<file path="config.mk">
export PLATFORM = sky130hd
export DESIGN_NAME = tmr_pair_top
export DESIGN_NICKNAME = d
export VERILOG_FILES = /design/src/rtl/tmr_pkg.sv /design/src/rtl/tmr_evt.sv /design/src/rtl/tmr_core.sv /design/src/rtl/tmr_pair_top.sv
export SDC_FILE = /design/constraint.sdc
export NUM_CORES = 1
export LEC_CHECK = 0
export ABC_AREA = 1
export BUFFER_PORTS_ARGS = -buffer_cell sky130_fd_sc_hd__buf_2
export CAP_MARGIN = 20
export CORE_ASPECT_RATIO = 1.2
export CORE_MARGIN = 4
export CORE_UTILIZATION = 45
export DETAILED_ROUTE_END_ITERATION = 8
export HOLD_SLACK_MARGIN = 0.05
export MAX_ROUTING_LAYER = met4
export PLACE_DENSITY = 0.62
export SYNTH_ARGS = -nofsm -noshare
export SYNTH_HDL_FRONTEND = slang
export SYNTH_SLANG_ARGS = --single-unit
</file>
<file path="constraint.sdc">
create_clock -name clk -period 3.2 [get_ports clk]
set_input_delay 0 -clock clk [delete_from_list [all_inputs] [get_ports clk]]
set_output_delay 0 -clock clk [all_outputs]
set_load 0.02 [all_outputs]
</file>
<file path="src/rtl/tmr_pkg.sv">
package tmr_pkg;
  typedef enum logic [1:0] {
    MD_PRE    = 2'b00,
    MD_WIDE   = 2'b01,
    MD_RELOAD = 2'b10,
    MD_SPLIT  = 2'b11
  } tmr_mode_e;

  typedef struct packed {
    logic      gate_en;
    logic      src_pin;
    tmr_mode_e mode;
  } chan_cfg_t;

  localparam int CFG_W = 4;
endpackage

</file>
<file path="src/rtl/tmr_evt.sv">
module tmr_evt (
  input  logic clk,
  input  logic rst,
  input  logic tick,
  input  logic run,
  input  logic gate_en,
  input  logic src_pin,
  input  logic gate_pin,
  input  logic cnt_pin,
  output logic evt
);
  logic smp_q;
  logic allow;

  // pin sampled once per machine cycle
  always_ff @(posedge clk) begin
    if (rst)       smp_q <= 1'b0;
    else if (tick) smp_q <= cnt_pin;
  end

  always_comb begin
    allow = run & (~gate_en | gate_pin);
    evt   = tick & allow & (~src_pin | (smp_q & ~cnt_pin));
  end
endmodule

</file>
<file path="src/rtl/tmr_core.sv">
module tmr_core
  import tmr_pkg::*;
#(
  parameter int W        = 8,
  parameter int PRE_W    = 5,
  parameter bit SPLIT_OK = 1'b0
) (
  input  logic         clk,
  input  logic         rst,
  input  tmr_mode_e    mode,
  input  logic         evt,
  input  logic         hi_evt,
  input  logic         wr_lo,
  input  logic         wr_hi,
  input  logic [W-1:0] wdata,
  output logic [W-1:0] lo,
  output logic [W-1:0] hi,
  output logic         ovf_main,
  output logic         ovf_split
);
  logic [W-1:0]   lo_n, hi_n;
  logic [2*W-1:0] wide;

  always_comb begin
    lo_n      = lo;
    hi_n      = hi;
    ovf_main  = 1'b0;
    ovf_split = 1'b0;
    wide      = {hi, lo} + 1'b1;
    case (mode)
      MD_PRE: if (evt) begin
        if (&lo[PRE_W-1:0]) begin
          lo_n[PRE_W-1:0] = '0;
          hi_n            = hi + 1'b1;
          ovf_main        = &hi;
        end else begin
          lo_n[PRE_W-1:0] = lo[PRE_W-1:0] + 1'b1;
        end
      end
      MD_WIDE: if (evt) begin
        {hi_n, lo_n} = wide;
        ovf_main     = &{hi, lo};
      end
      MD_RELOAD: if (evt) begin
        if (&lo) begin
          lo_n     = hi;
          ovf_main = 1'b1;
        end else begin
          lo_n = lo + 1'b1;
        end
      end
      default: if (SPLIT_OK) begin
        if (evt) begin
          lo_n     = lo + 1'b1;
          ovf_main = &lo;
        end
        if (hi_evt) begin
          hi_n      = hi + 1'b1;
          ovf_split = &hi;
        end
      end
    endcase
    if (wr_lo) lo_n = wdata;
    if (wr_hi) hi_n = wdata;
  end

  always_ff @(posedge clk) begin
    if (rst) begin
      lo <= '0;
      hi <= '0;
    end else begin
      lo <= lo_n;
      hi <= hi_n;
    end
  end

  assert_reload_R8: assert property (@(posedge clk) disable iff (rst)
    (mode == MD_RELOAD && evt && (&lo) && !wr_lo) |=> (lo == $past(hi)));

  assert_prescale_hold_R7: assert property (@(posedge clk) disable iff (rst)
    (mode == MD_PRE && !(&lo[PRE_W-1:0]) && !wr_hi) |=> $stable(hi));

  generate
    if (!SPLIT_OK) begin : g_frozen
      assert_frozen_R9: assert property (@(posedge clk) disable iff (rst)
        (mode == MD_SPLIT && !wr_lo && !wr_hi) |=> ($stable(lo) && $stable(hi)));
    end
  endgenerate
endmodule

</file>
<file path="src/rtl/tmr_pair_top.sv">
module tmr_pair_top
  import tmr_pkg::*;
#(
  parameter int W     = 8,
  parameter int PRE_W = 5,
  parameter int AW    = 3
) (
  input  logic          clk,
  input  logic          rst,
  input  logic          tick,
  input  logic          reg_we,
  input  logic [AW-1:0] reg_addr,
  input  logic [W-1:0]  reg_wdata,
  output logic [W-1:0]  reg_rdata,
  input  logic [1:0]    cnt_pin,
  input  logic [1:0]    gate_pin,
  input  logic [1:0]    ovf_clr,
  output logic [1:0]    ovf_flag
);
  localparam int NCH = 2;
  localparam logic [AW-1:0] A_MODE = AW'(2 * NCH);
  localparam logic [AW-1:0] A_CTRL = AW'(2 * NCH + 1);
  localparam int RUN_LSB  = 0;
  localparam int FLAG_LSB = 4;

  logic [NCH*CFG_W-1:0] mode_q;
  logic [NCH-1:0]       run_q;
  logic [NCH-1:0]       flag_q;
  chan_cfg_t            cfg [NCH];
  logic [W-1:0]         lo [NCH];
  logic [W-1:0]         hi [NCH];
  logic [NCH-1:0]       evt, ovf_main, ovf_split, wr_lo, wr_hi, hi_evt;
  logic                 split0;
  logic [NCH-1:0]       flag_set;
  logic                 ctrl_wr;

  assign split0  = (cfg[0].mode == MD_SPLIT);
  assign ctrl_wr = reg_we && (reg_addr == A_CTRL);

  generate
    for (genvar c = 0; c < NCH; c++) begin : g_ch
      assign cfg[c]   = chan_cfg_t'(mode_q[c*CFG_W +: CFG_W]);
      assign wr_lo[c] = reg_we && (reg_addr == AW'(2 * c));
      assign wr_hi[c] = reg_we && (reg_addr == AW'(2 * c + 1));
      if (c == 0) begin : g_hi_evt
        assign hi_evt[c] = tick & run_q[1] & split0;
      end else begin : g_no_hi_evt
        assign hi_evt[c] = 1'b0;
      end

      tmr_evt u_evt (
        .clk      (clk),
        .rst      (rst),
        .tick     (tick),
        .run      (run_q[c]),
        .gate_en  (cfg[c].gate_en),
        .src_pin  (cfg[c].src_pin),
        .gate_pin (gate_pin[c]),
        .cnt_pin  (cnt_pin[c]),
        .evt      (evt[c])
      );

      tmr_core #(.W(W), .PRE_W(PRE_W), .SPLIT_OK(c == 0)) u_core (
        .clk       (clk),
        .rst       (rst),
        .mode      (cfg[c].mode),
        .evt       (evt[c]),
        .hi_evt    (hi_evt[c]),
        .wr_lo     (wr_lo[c]),
        .wr_hi     (wr_hi[c]),
        .wdata     (reg_wdata),
        .lo        (lo[c]),
        .hi        (hi[c]),
        .ovf_main  (ovf_main[c]),
        .ovf_split (ovf_split[c])
      );
    end
  endgenerate

  // flag 1 belongs to channel 0's upper half while channel 0 is split
  always_comb begin
    flag_set[0] = ovf_main[0];
    flag_set[1] = split0 ? ovf_split[0] : ovf_main[1];
  end

  always_ff @(posedge clk) begin
    if (rst) begin
      mode_q <= '0;
      run_q  <= '0;
      flag_q <= '0;
    end else begin
      if (reg_we && reg_addr == A_MODE) mode_q <= reg_wdata[NCH*CFG_W-1:0];
      if (ctrl_wr) run_q <= reg_wdata[RUN_LSB +: NCH];
      for (int i = 0; i < NCH; i++) begin
        if (ctrl_wr)          flag_q[i] <= reg_wdata[FLAG_LSB + i];
        if (ovf_clr[i])       flag_q[i] <= 1'b0;
        if (flag_set[i])      flag_q[i] <= 1'b1;
      end
    end
  end

  always_ff @(posedge clk) begin
    if (rst) begin
      reg_rdata <= '0;
    end else begin
      case (reg_addr)
        AW'(0):  reg_rdata <= lo[0];
        AW'(1):  reg_rdata <= hi[0];
        AW'(2):  reg_rdata <= lo[1];
        AW'(3):  reg_rdata <= hi[1];
        A_MODE:  reg_rdata <= W'(mode_q);
        A_CTRL:  reg_rdata <= W'({flag_q, 2'b00, run_q});
        default: reg_rdata <= '0;
      endcase
    end
  end

  assign ovf_flag = flag_q;

  assert_idle_R3: assert property (@(posedge clk) disable iff (rst)
    (run_q == '0 && !reg_we) |=> ($stable(lo[0]) && $stable(hi[0]) &&
                                  $stable(lo[1]) && $stable(hi[1])));

  assert_gate_R4: assert property (@(posedge clk) disable iff (rst)
    (cfg[0].gate_en && !gate_pin[0] && !reg_we && !split0) |=>
      ($stable(lo[0]) && $stable(hi[0])));

  assert_flag_set_R6: assert property (@(posedge clk) disable iff (rst)
    ovf_main[0] |=> ovf_flag[0]);

  assert_flag_clear_R10: assert property (@(posedge clk) disable iff (rst)
    (ovf_clr[0] && !flag_set[0] && !ctrl_wr) |=> !ovf_flag[0]);
endmodule

</file>
==> flow_metrics.py <==
metrics = {
    "run_status": {
        "status": "complete, no violations",
    },
    "die": {
        "die-area_mm2": 0.0104,
        "die_x_um": 93.8,
        "fp.dieH_um": 111,
        "placeableCoreArea_mm2": 0.00861,
        "fp-row-count": 37,
        "io_pins": 31,
        "start_util": 0.462,
    },
    "synth": {
        "synth_top_area_share": 0.272,
        "synth_area_leader_cell": "dfxtp_1",
        "syn_area_per_cell_um2": 6.14,
        "synthCells": 647,
        "ys_seq_elements": 54,
        "synthArstFlopShare": 0,
        "synth_edf_count": 0,
        "synth_nets": 683,
        "synth_common_cells": "171 x nand2_1, 87 x inv_1, 67 x nand3_1",
        "ys.warnings.count": 0,
        "synth_most_common_cell": "nand2_1",
        "ys_seq_area_frac": 0.272,
        "syn_area_mm2": 0.00398,
        "synth_cell_type_count": 39,
        "synthFlopType": "dfxtp_1",
        "netlist_top_cells_area": "dfxtp_1 27%, nand2_1 16%, nand3_1 8.4%",
    },
    "global_routing": {
        "grt_pass1_wl_mm": 21.2,
        "grt_pass1_vias": 4136,
        "antenna_found_initial": 0,
        "globalRouteMet3Util": 0.0278,
        "grt_max_degree": 34,
        "grt.total_usage": 0.266,
        "gr-usage-met2": 0.449,
        "met1_usage": 0.309,
        "gr-total-overflow": 0,
        "top_usage_layer": "met2",
    },
    "cells_and_area": {
        "post-route-util": 0.506,
        "n_fill_cell": 957,
        "nets": 715,
        "drive_above_1_share": 0.105,
        "antenna_cells": 0,
        "syn_to_final_growth_pct": 9.63,
        "design_area_mm2": 0.00436,
    },
    "clocking": {
        "ctsResizeCount": 0,
        "path_clk_slew_ns": 0.11,
        "clk_latency_ns": 0.32,
        "cts_buffers": 5,
        "cts_sinks": 54,
        "cts_root_buf": "clkbuf_8",
        "clk_path_buf_depth": 2,
        "htreeDepth": 2,
        "cts_tree": "done",
    },
    "sta": {
        "rsz0062_at_grt": "no",
        "max_freq_mhz": 472,
        "fin_ws_ns": 1.08,
        "tns_ns": 0,
        "timing.final.crit_share": 0.662,
        "period_needed_ns": 2.12,
        "setup_viol": 0,
        "tightest_slew_ns": 0.698,
        "slew-limit-headroom": 0.534,
        "finClkSkew_ns": 0.00637,
        "finalHoldViolCount": 0,
        "final_max_slew_viol_count": 0,
    },
    "setup_path": {
        "worstPathCellList": "ha_1 -> nand2_1 -> nor2_2 -> ha_1 -> inv_1 -> a21oi_1 -> nand2_2 -> nor2_4 -> o211ai_1 -> a21oi_1",
        "max_stage_delay_ns": 0.45,
        "r2r_start": "g_ch[1].u_core.lo[0]",
        "worstPathRequired_ns": 3.45,
        "path_delay_family": "simple AND/OR/NAND/NOR gates",
        "reg2reg_depth": 10,
        "r2r_end": "g_ch[1].u_core.hi[1]",
        "slowest_stage": "dfxtp_1",
        "setup.worst_path.start": "g_ch[1].u_core.lo[0]",
        "reg2reg_setup_slack_ns": 1.08,
        "end_kind": "flop",
        "critical_path_arrival_ns": 2.37,
        "critPathBufInv": 1,
        "crit_end": "g_ch[1].u_core.hi[1]",
        "cp_max_fo": 7,
        "start_kind": "flop",
        "worst-path-stages": 10,
        "critPathKind": "reg2reg",
    },
    "hold_path": {
        "worstHoldPathType": "in2reg",
        "worstHoldStart": "ovf_clr[1]",
    },
    "detailed_routing": {
        "via_per_inst": 5.41,
        "wire_per_inst_um": 16.7,
        "antenna_left": 0,
        "drc": 0,
        "vias": 4310,
        "drt-pass1-iter-count": 7,
        "routed_wl_mm": 13.3,
        "first_iter_violations": 316,
    },
    "pwr": {
        "power_switching_uw": 423,
        "power_leakage_nw": 1.93,
        "internal-power_uw": 913,
        "comb_power_share": 0.168,
        "switching_share": 0.317,
        "ir_worst_vdd_uv": 165,
        "power.share.clock": 0.294,
        "cellPowerDensity_mw_per_mm2": 307,
        "power_frac_seq": 0.538,
    },
    "placement": {
        "dpl.hpwl_mm": 10.1,
        "place.gp.congestion": 0.977,
        "io_buffers": 30,
        "post-place-ws_ns": 1.12,
        "postPlaceCellArea_mm2": 0.00422,
    },
    "run": {
        "drv_cap": 0,
    },
}
-- worst register-to-register path, delay by kind of cell (launching register included) --
family / cells / cell delay (ns)
compound gates: 3 / 0.54
fa+ha+maj: 2 / 0.42
buf+inv: 1 / 0.06
flops: 1 / 0.45
simple gates: 4 / 0.58
-- placed cells by master, fill, tap and decap left out, drive strengths merged, types with 6 or more instances in the layout --
cell type,n
nor2,75
dlygate4sd3,6
nand4,8
buf,31
a21oi,56
o21ai,31
ha,15
nor3,13
nand2,183
o22ai,15
nand3,67
dfxtp,54
inv,92
a31oi,6
-- worst min-delay path by stage --
stage                                      to  slack, ns  cells after the start
final                             ovf_flag[1]       0.08                      6
after global routing              ovf_flag[1]       0.09                      6
after CTS                         ovf_flag[1]       0.06                      6
after detailed placement  g_ch[1].u_evt.smp_q       0.26                      3
after global placement    g_ch[1].u_evt.smp_q       0.25                      3
after floorplan           g_ch[0].u_evt.smp_q       0.09                      1
-- sequential cells by signal, indices dropped and copies added, names as in the netlist --
register / cells
ovf_flag: 2
g_ch.u_core.lo: 16
g_ch.u_core.hi: 16
mode_q: 8
run_q: 2
g_ch.u_evt.smp_q: 2
reg_rdata: 8
-- logic make-up (layout without fill, tap and decap cells) --
family | Yosys count | count (layout) | share of synthesized area
AOI/OAI and AO/OA | 120 | 120 | 0.172
xor gates and xnor gates | 2 | 2 | 0.00441
adders and majority gates | 15 | 15 | 0.0472
buffers and inverters | 104 | 136 | 0.103
DFF | 54 | 54 | 0.272
and+or+nand+nor | 352 | 352 | 0.402
-- layer usage --
layer	share of wire	vias to the layer above
met2	0.50	145
met3	0.044	43
met1	0.41	1928
met4	0.051	0
met5	0	-
li1	-	2194
-- through the flow --
stage	power (mW)	hold WS, ns	std cells
detailed placement	0.950	0.263	783
global route	1.40	0.0852	796
CTS	1.34	0.0626	796
floorplan	0.869	0.0901	647
global placement	0.948	0.251	783
finish	1.34	0.0764	796
-- power groups by stage --
| stage | registers [mW] | clock network [mW] | logic (mW) |
|---|---|---|---|
| floorplan | 0.728 | 0 | 0.142 |
| global placement | 0.733 | 0 | 0.215 |
| detailed placement | 0.734 | 0 | 0.216 |
| CTS | 0.719 | 0.400 | 0.223 |
| global route | 0.722 | 0.425 | 0.250 |
| finish | 0.719 | 0.393 | 0.224 |
-- cell type report --
class / count / area, µm² / share of cell area
Clock inverter: 2 / 10.0 / 0.00230
Sequential cell: 54 / 1080 / 0.248
Tap cell: 117 / 146 / 0.0336
Multi-Input combinational cell: 489 / 2480 / 0.570
Timing Repair Buffer: 37 / 218 / 0.0500
Clock buffer: 5 / 68.8 / 0.0158
Inverter: 92 / 350 / 0.0804
-- repair_timing --
item | in CTS | in global routing
setup endpoints to repair | 0 | 0
setup buffers | 0 | 0
hold endpoints to repair | 4 | 0
hold buffers | 6 | 0
Note: power is estimated with default switching activity, not from simulation.
